--- src/rtl/ipc_mbx_pkg.sv ---
package ipc_mbx_pkg;
  // register selector on each bus port
  localparam logic ADDR_DATA = 1'b0;
  localparam logic ADDR_STAT = 1'b1;
  // status register bit positions
  localparam int unsigned STAT_BUSY = 0;
  localparam int unsigned STAT_PEND = 1;
  localparam int unsigned STAT_OVR  = 2;
  localparam int unsigned STAT_BITS = 3;
endpackage

--- src/rtl/ipc_strobe_delay.sv ---
module ipc_strobe_delay #(
  parameter int unsigned W   = 8,
  parameter int unsigned DLY = 2
) (
  input  logic         clk,
  input  logic         rst,
  input  logic         launch,
  input  logic [W-1:0] din,
  output logic         fire,
  output logic [W-1:0] dout,
  output logic         in_flight
);
  localparam int unsigned LAST = DLY - 1;

  logic [DLY-1:0] vld;
  logic [W-1:0]   dat [DLY];

  always_ff @(posedge clk) begin
    if (rst) vld[0] <= 1'b0;
    else     vld[0] <= launch;
    dat[0] <= din;
  end

  for (genvar i = 1; i < DLY; i++) begin : g_stage
    always_ff @(posedge clk) begin
      if (rst) vld[i] <= 1'b0;
      else     vld[i] <= vld[i-1];
      dat[i] <= dat[i-1];
    end
  end

  assign fire      = vld[LAST];
  assign dout      = dat[LAST];
  assign in_flight = |vld;

  // a launch is only accepted when nothing is in flight
  assert_single_flight_R3: assert property (@(posedge clk) disable iff (rst)
    $onehot0(vld));
endmodule

--- src/rtl/ipc_channel.sv ---
module ipc_channel #(
  parameter int unsigned W   = 8,
  parameter int unsigned DLY = 2
) (
  input  logic         clk,
  input  logic         rst,
  input  logic         wr_req,
  input  logic [W-1:0] wdata,
  input  logic         rd_clr,
  output logic         flag,
  output logic         busy,
  output logic         ovr,
  output logic [W-1:0] latch
);
  logic         fire;
  logic         in_flight;
  logic [W-1:0] dly_data;
  logic         accept;
  logic         reject;

  assign busy   = flag | in_flight;
  assign accept = wr_req & ~busy;
  assign reject = wr_req & busy;

  ipc_strobe_delay #(.W(W), .DLY(DLY)) u_dly (
    .clk(clk), .rst(rst), .launch(accept), .din(wdata),
    .fire(fire), .dout(dly_data), .in_flight(in_flight)
  );

  always_ff @(posedge clk) begin
    if (rst) begin
      flag  <= 1'b0;
      ovr   <= 1'b0;
      latch <= '0;
    end else begin
      if (fire)        flag <= 1'b1;   // capture beats a same-edge clear
      else if (rd_clr) flag <= 1'b0;
      if (fire)   latch <= dly_data;
      if (reject) ovr   <= 1'b1;
    end
  end

  assert_capture_sets_flag_R10: assert property (@(posedge clk) disable iff (rst)
    fire |=> flag);
  assert_read_clears_R5: assert property (@(posedge clk) disable iff (rst)
    (rd_clr && !fire) |=> !flag);
  assert_reject_overrun_R8: assert property (@(posedge clk) disable iff (rst)
    (wr_req && busy) |=> ovr);
  assert_overrun_sticky_R8: assert property (@(posedge clk) disable iff (rst)
    ovr |=> ovr);
  assert_latch_hold_R8: assert property (@(posedge clk) disable iff (rst)
    !fire |=> $stable(latch));
endmodule

--- src/rtl/ipc_bus_port.sv ---
module ipc_bus_port
  import ipc_mbx_pkg::*;
#(
  parameter int unsigned W = 8
) (
  input  logic         clk,
  input  logic         rst,
  input  logic         sel,
  input  logic         wr,
  input  logic         addr,
  input  logic [W-1:0] rx_latch,
  input  logic         busy_out,
  input  logic         pend_in,
  input  logic         ovr_out,
  output logic         wr_req,
  output logic         rd_clr,
  output logic [W-1:0] rdata
);
  logic         rd_any;
  logic [W-1:0] stat;

  assign rd_any = sel & ~wr;
  assign wr_req = sel &  wr & (addr == ADDR_DATA);
  assign rd_clr = rd_any & (addr == ADDR_DATA);

  always_comb begin
    stat            = '0;
    stat[STAT_BUSY] = busy_out;
    stat[STAT_PEND] = pend_in;
    stat[STAT_OVR]  = ovr_out;
  end

  always_ff @(posedge clk) begin
    if (rst)         rdata <= '0;
    else if (rd_any) rdata <= (addr == ADDR_STAT) ? stat : rx_latch;
  end

  assert_rdata_hold_R11: assert property (@(posedge clk) disable iff (rst)
    !rd_any |=> $stable(rdata));
endmodule

--- src/rtl/ipc_mailbox.sv ---
module ipc_mailbox
  import ipc_mbx_pkg::*;
#(
  parameter int unsigned DATA_W     = 8,
  parameter int unsigned STROBE_DLY = 2
) (
  input  logic              clk,
  input  logic              rst,
  input  logic              a_sel,
  input  logic              a_wr,
  input  logic              a_addr,
  input  logic [DATA_W-1:0] a_wdata,
  output logic [DATA_W-1:0] a_rdata,
  input  logic              b_sel,
  input  logic              b_wr,
  input  logic              b_addr,
  input  logic [DATA_W-1:0] b_wdata,
  output logic [DATA_W-1:0] b_rdata,
  output logic              led_a2b,
  output logic              led_b2a
);
  logic              a_wr_req, a_rd_clr, b_wr_req, b_rd_clr;
  logic              ab_flag, ab_busy, ab_ovr;
  logic              ba_flag, ba_busy, ba_ovr;
  logic [DATA_W-1:0] ab_latch, ba_latch;

  ipc_channel #(.W(DATA_W), .DLY(STROBE_DLY)) u_ch_a2b (
    .clk(clk), .rst(rst), .wr_req(a_wr_req), .wdata(a_wdata), .rd_clr(b_rd_clr),
    .flag(ab_flag), .busy(ab_busy), .ovr(ab_ovr), .latch(ab_latch)
  );

  ipc_channel #(.W(DATA_W), .DLY(STROBE_DLY)) u_ch_b2a (
    .clk(clk), .rst(rst), .wr_req(b_wr_req), .wdata(b_wdata), .rd_clr(a_rd_clr),
    .flag(ba_flag), .busy(ba_busy), .ovr(ba_ovr), .latch(ba_latch)
  );

  ipc_bus_port #(.W(DATA_W)) u_port_a (
    .clk(clk), .rst(rst), .sel(a_sel), .wr(a_wr), .addr(a_addr),
    .rx_latch(ba_latch), .busy_out(ab_busy), .pend_in(ba_flag), .ovr_out(ab_ovr),
    .wr_req(a_wr_req), .rd_clr(a_rd_clr), .rdata(a_rdata)
  );

  ipc_bus_port #(.W(DATA_W)) u_port_b (
    .clk(clk), .rst(rst), .sel(b_sel), .wr(b_wr), .addr(b_addr),
    .rx_latch(ab_latch), .busy_out(ba_busy), .pend_in(ab_flag), .ovr_out(ba_ovr),
    .wr_req(b_wr_req), .rd_clr(b_rd_clr), .rdata(b_rdata)
  );

  assign led_a2b = ab_flag;
  assign led_b2a = ba_flag;

  // a write on one side leaves the other channel's flag alone
  assert_channels_independent_R6: assert property (@(posedge clk) disable iff (rst)
    (a_wr_req && !a_rd_clr && !ba_busy) |=> !ba_flag);
  initial assert_width_R5: assert (DATA_W >= STAT_BITS && STROBE_DLY >= 1);
endmodule

--- config.mk ---
export PLATFORM = sky130hd
export DESIGN_NAME = ipc_mailbox
export DESIGN_NICKNAME = d
export VERILOG_FILES = /design/src/rtl/ipc_mbx_pkg.sv /design/src/rtl/ipc_strobe_delay.sv /design/src/rtl/ipc_channel.sv /design/src/rtl/ipc_bus_port.sv /design/src/rtl/ipc_mailbox.sv
export SDC_FILE = /design/constraint.sdc
export NUM_CORES = 1
export LEC_CHECK = 0
export BUFFER_PORTS_ARGS = -buffer_cell sky130_fd_sc_hd__buf_2
export CORE_MARGIN = 3
export CORE_UTILIZATION = 40
export DETAILED_ROUTE_END_ITERATION = 8
export PLACE_DENSITY = 0.73
export SETUP_SLACK_MARGIN = 0.02
export SLEW_MARGIN = 10
export SYNTH_ARGS = -nofsm -noshare
export SYNTH_HDL_FRONTEND = slang
export SYNTH_SLANG_ARGS = --single-unit
--- constraint.sdc ---
create_clock -name clk -period 3.8 [get_ports clk]
set_clock_uncertainty 0.1 [all_clocks]
set_input_delay 0.38 -clock clk [delete_from_list [all_inputs] [get_ports clk]]
set_output_delay 0.38 -clock clk [all_outputs]
set_load 0.1 [all_outputs]
==> results.py <==
metrics = {
    "outcome": {
        "status": "finished, final reports clean",
    },
    "floorplan": {
        "die-width_um": 79.29,
        "core_um2": 5140,
        "dieArea_um2": 6286,
        "io_pins": 42,
        "die_y_um": 79.29,
        "rows": 26,
        "initial_core_util": 0.4180,
    },
    "grt": {
        "grt-ovfl-total": 0,
        "use_met1": 0.1486,
        "grt-busiest-layer": "met2",
        "gr-usage-met2": 0.1801,
        "grt_max_degree": 41,
        "antenna_found_initial": 0,
        "met3_usage": 0.02948,
        "grt_pass1_wl_um": 5685,
        "grtUsageTotal": 0.1185,
        "grt_pass1_vias": 1226,
    },
    "pwr": {
        "p_clk_frac": 0.369,
        "finalPower_mw": 1.374,
        "internal_power_mw": 1.052,
        "sw_frac_of_total": 0.2342,
        "power.net_switching_uw": 321.8,
        "leakage_nw": 1.028,
        "p_per_area_nw_per_um2": 536.4,
        "pwr-share-seq": 0.575,
        "pwr-share-comb": 0.057,
        "peakVddDrop_v": 0.0002503,
    },
    "cts": {
        "cts_setup_buffers": 0,
        "hold_buffers": 0,
        "cts_tree": "done",
        "htreeDepth": 3,
        "clk_latency_ps": 320,
        "clkTransAtPathRegs_ps": 70,
        "cts_made_buffers": 9,
        "cts_root_buf": "clkbuf_8",
        "ctsResizeCount": 0,
        "clock_path_buffers": 2,
        "cts.sinks": 72,
    },
    "run": {
        "maxCapViolations": 0,
    },
    "worst_setup_path": {
        "cp_top_family": "buffers and inverters",
        "critical_path_class": "flop to primary output",
        "start_kind": "flop",
        "crit_buf_inv": 1,
        "crit_chain": "buf_2",
        "crit_fanout": 4,
        "max_stage_delay_ps": 460,
        "crit_required_ps": 3320,
        "cp-end-kind": "primary output",
        "arrival_ps": 1180,
        "crit_slowest_cell": "buf_2",
        "rrSetupSlack_ps": 2320,
    },
    "timing": {
        "maxSlewViolCount": 0,
        "setup_violations": 0,
        "worst_slew_pin_slew_ps": 723.6,
        "finalSetupTns_ps": 0,
        "min_period_ps": 1663,
        "fmax_mhz": 601.4,
        "fin_crit_sh": 0.4376,
        "maxSlewHeadroom": 0.5176,
        "rsz0062_at_grt": "no",
        "whs_ps": 53.49,
        "hold_viol": 0,
    },
    "detailed_routing": {
        "via_count": 1382,
        "drc": 0,
        "dr.pass1.iters": 5,
        "vias_per_cell": 4.531,
        "ant_nets": 0,
        "wl_per_cell_um": 11.57,
        "drt-total-wl_um": 3529,
        "drtIter0Drc": 117,
    },
    "place": {
        "io_buffers": 41,
        "dp_hpwl_um": 2406,
        "gp_congestion": 0.7449,
    },
    "logic_synthesis": {
        "yosysWarnings": 0,
        "syn_area_per_cell_um2": 11.43,
        "synth_top_area_frac": 0.6709,
        "synthAdderAreaFrac": 0,
        "synth_top_family_by_area": "simple AND/OR/NAND/NOR gates",
        "synth_seq_cells": 72,
        "syn_nets": 212,
        "synth.area.top_cells": "dfxtp_1, mux2i_1, nor2_1, a21oi_1, nand2_1",
        "synth_xor_area_frac": 0,
        "yosys.area.top_type": "dfxtp_1",
        "ys_seq_area_frac": 0.6709,
        "netlist_area_um2": 2148,
        "synth_mux_area_frac": 0.09319,
        "synth_cell_type_count": 26,
        "synth_compound_area_frac": 0.07047,
        "synthCells": 188,
        "synth-simple-area-share": 0.1340,
    },
    "finish": {
        "final_cell_mix": "dfxtp_1, buf_2, nor2_1",
        "finalNetCount": 254,
        "antenna_cells": 0,
        "drive_above_1_share": 0.2638,
        "flow.area_growth_from_synthesis_pct": 19.22,
        "layout_commonest_cell": "dfxtp_1",
    },
    "worst_hold_path": {
        "hp-class": "primary input to flop",
    },
}
## power by group through the flow
stage               Sequential [mW]  Combinational (mW)  Clock, mW
finish                        0.789              0.0780      0.506
global route                  0.791              0.0839      0.554
CTS                           0.790              0.0784      0.523
floorplan                     0.831              0.0304          0
detailed placement            0.807              0.0784          0
global placement              0.807              0.0774          0
## metal layers
| layer | part of all wire | vias up |
|---|---|---|
| met4 | 0.016 | 0 |
| li1 | - | 716 |
| met5 | 0 | - |
| met2 | 0.48 | 25 |
| met1 | 0.46 | 635 |
| met3 | 0.036 | 6 |
## metrics by stage
| stage | std cells | utilization | worst slack [ps] | area (um2) |
|---|---|---|---|---|
| after global placement | 289 | 0.4647 | 2290 | 2389 |
| after global routing | 305 | 0.4983 | 2062 | 2561 |
| after detailed placement | 289 | 0.4647 | 2238 | 2389 |
| final | 305 | 0.4983 | 2137 | 2561 |
| after CTS | 305 | 0.4983 | 2105 | 2561 |
| after floorplan | 188 | - | 2119 | 2148 |
## flip-flops by register name, indices dropped and copies added, names as in the netlist
signal,flops
u_ch_b2a.ovr,1
u_ch_a2b.flag,1
u_ch_a2b.ovr,1
u_port_a.rdata,8
u_port_b.rdata,8
u_ch_b2a.u_dly.vld,1
u_ch_b2a.u_dly.fire,1
u_ch_a2b.latch,8
u_ch_b2a.u_dly.dat,16
u_ch_b2a.flag,1
u_ch_a2b.u_dly.vld,1
u_ch_a2b.u_dly.fire,1
u_ch_a2b.u_dly.dat,16
u_ch_b2a.latch,8
## cell type report
| cell class | instances | area (um2) |
|---|---|---|
| Inverter | 4 | 15.01 |
| Clock inverter | 6 | 35.03 |
| Sequential cell | 72 | 1441 |
| Fill cell | 508 | 2579 |
| Clock buffer | 10 | 137.6 |
| Timing Repair Buffer | 41 | 205.2 |
| Tap cell | 70 | 87.58 |
| Multi-Input combinational cell | 102 | 639.4 |
## path summary, 6_finish.rpt
path                               to                startpoint  cells past startpoint
min          u_ch_b2a.u_dly.dat[0][4]                b_wdata[4]                      1
max                           led_b2a             u_ch_b2a.flag                      1
min reg2reg  u_ch_b2a.u_dly.dat[1][0]  u_ch_b2a.u_dly.dat[0][0]                      0
max reg2reg         u_port_b.rdata[0]       u_ch_b2a.u_dly.fire                      3
## cell usage after synthesis
| library cell | number |
|---|---|
| a211o_1 | 1 |
| nand2_1 | 14 |
| clkbuf_1 | 3 |
| nand2b_1 | 2 |
| nor4b_1 | 1 |
| nor3_2 | 1 |
| nand3b_1 | 5 |
| o31a_1 | 1 |
| nor2b_1 | 4 |
| nor4_2 | 1 |
| a211oi_1 | 4 |
| dfxtp_1 | 72 |
| o21ai_0 | 2 |
| a21oi_1 | 14 |
| buf_1 | 2 |
| nand3_1 | 5 |
| buf_6 | 1 |
| o211ai_1 | 1 |
| or3_4 | 1 |
| a41oi_2 | 1 |
| buf_4 | 1 |
| buf_2 | 3 |
| mux2i_1 | 20 |
| or2_2 | 1 |
| nor2_1 | 23 |
| inv_1 | 4 |
## logic make-up after synthesis
kind of cell / Yosys count
AND/OR/NAND/NOR: 58
multiplexers: 20
AO/OA/AOI/OAI: 24
flip-flops: 72
buffers and inverters: 14
No activity file was read; power rests on OpenSTA's default activity.
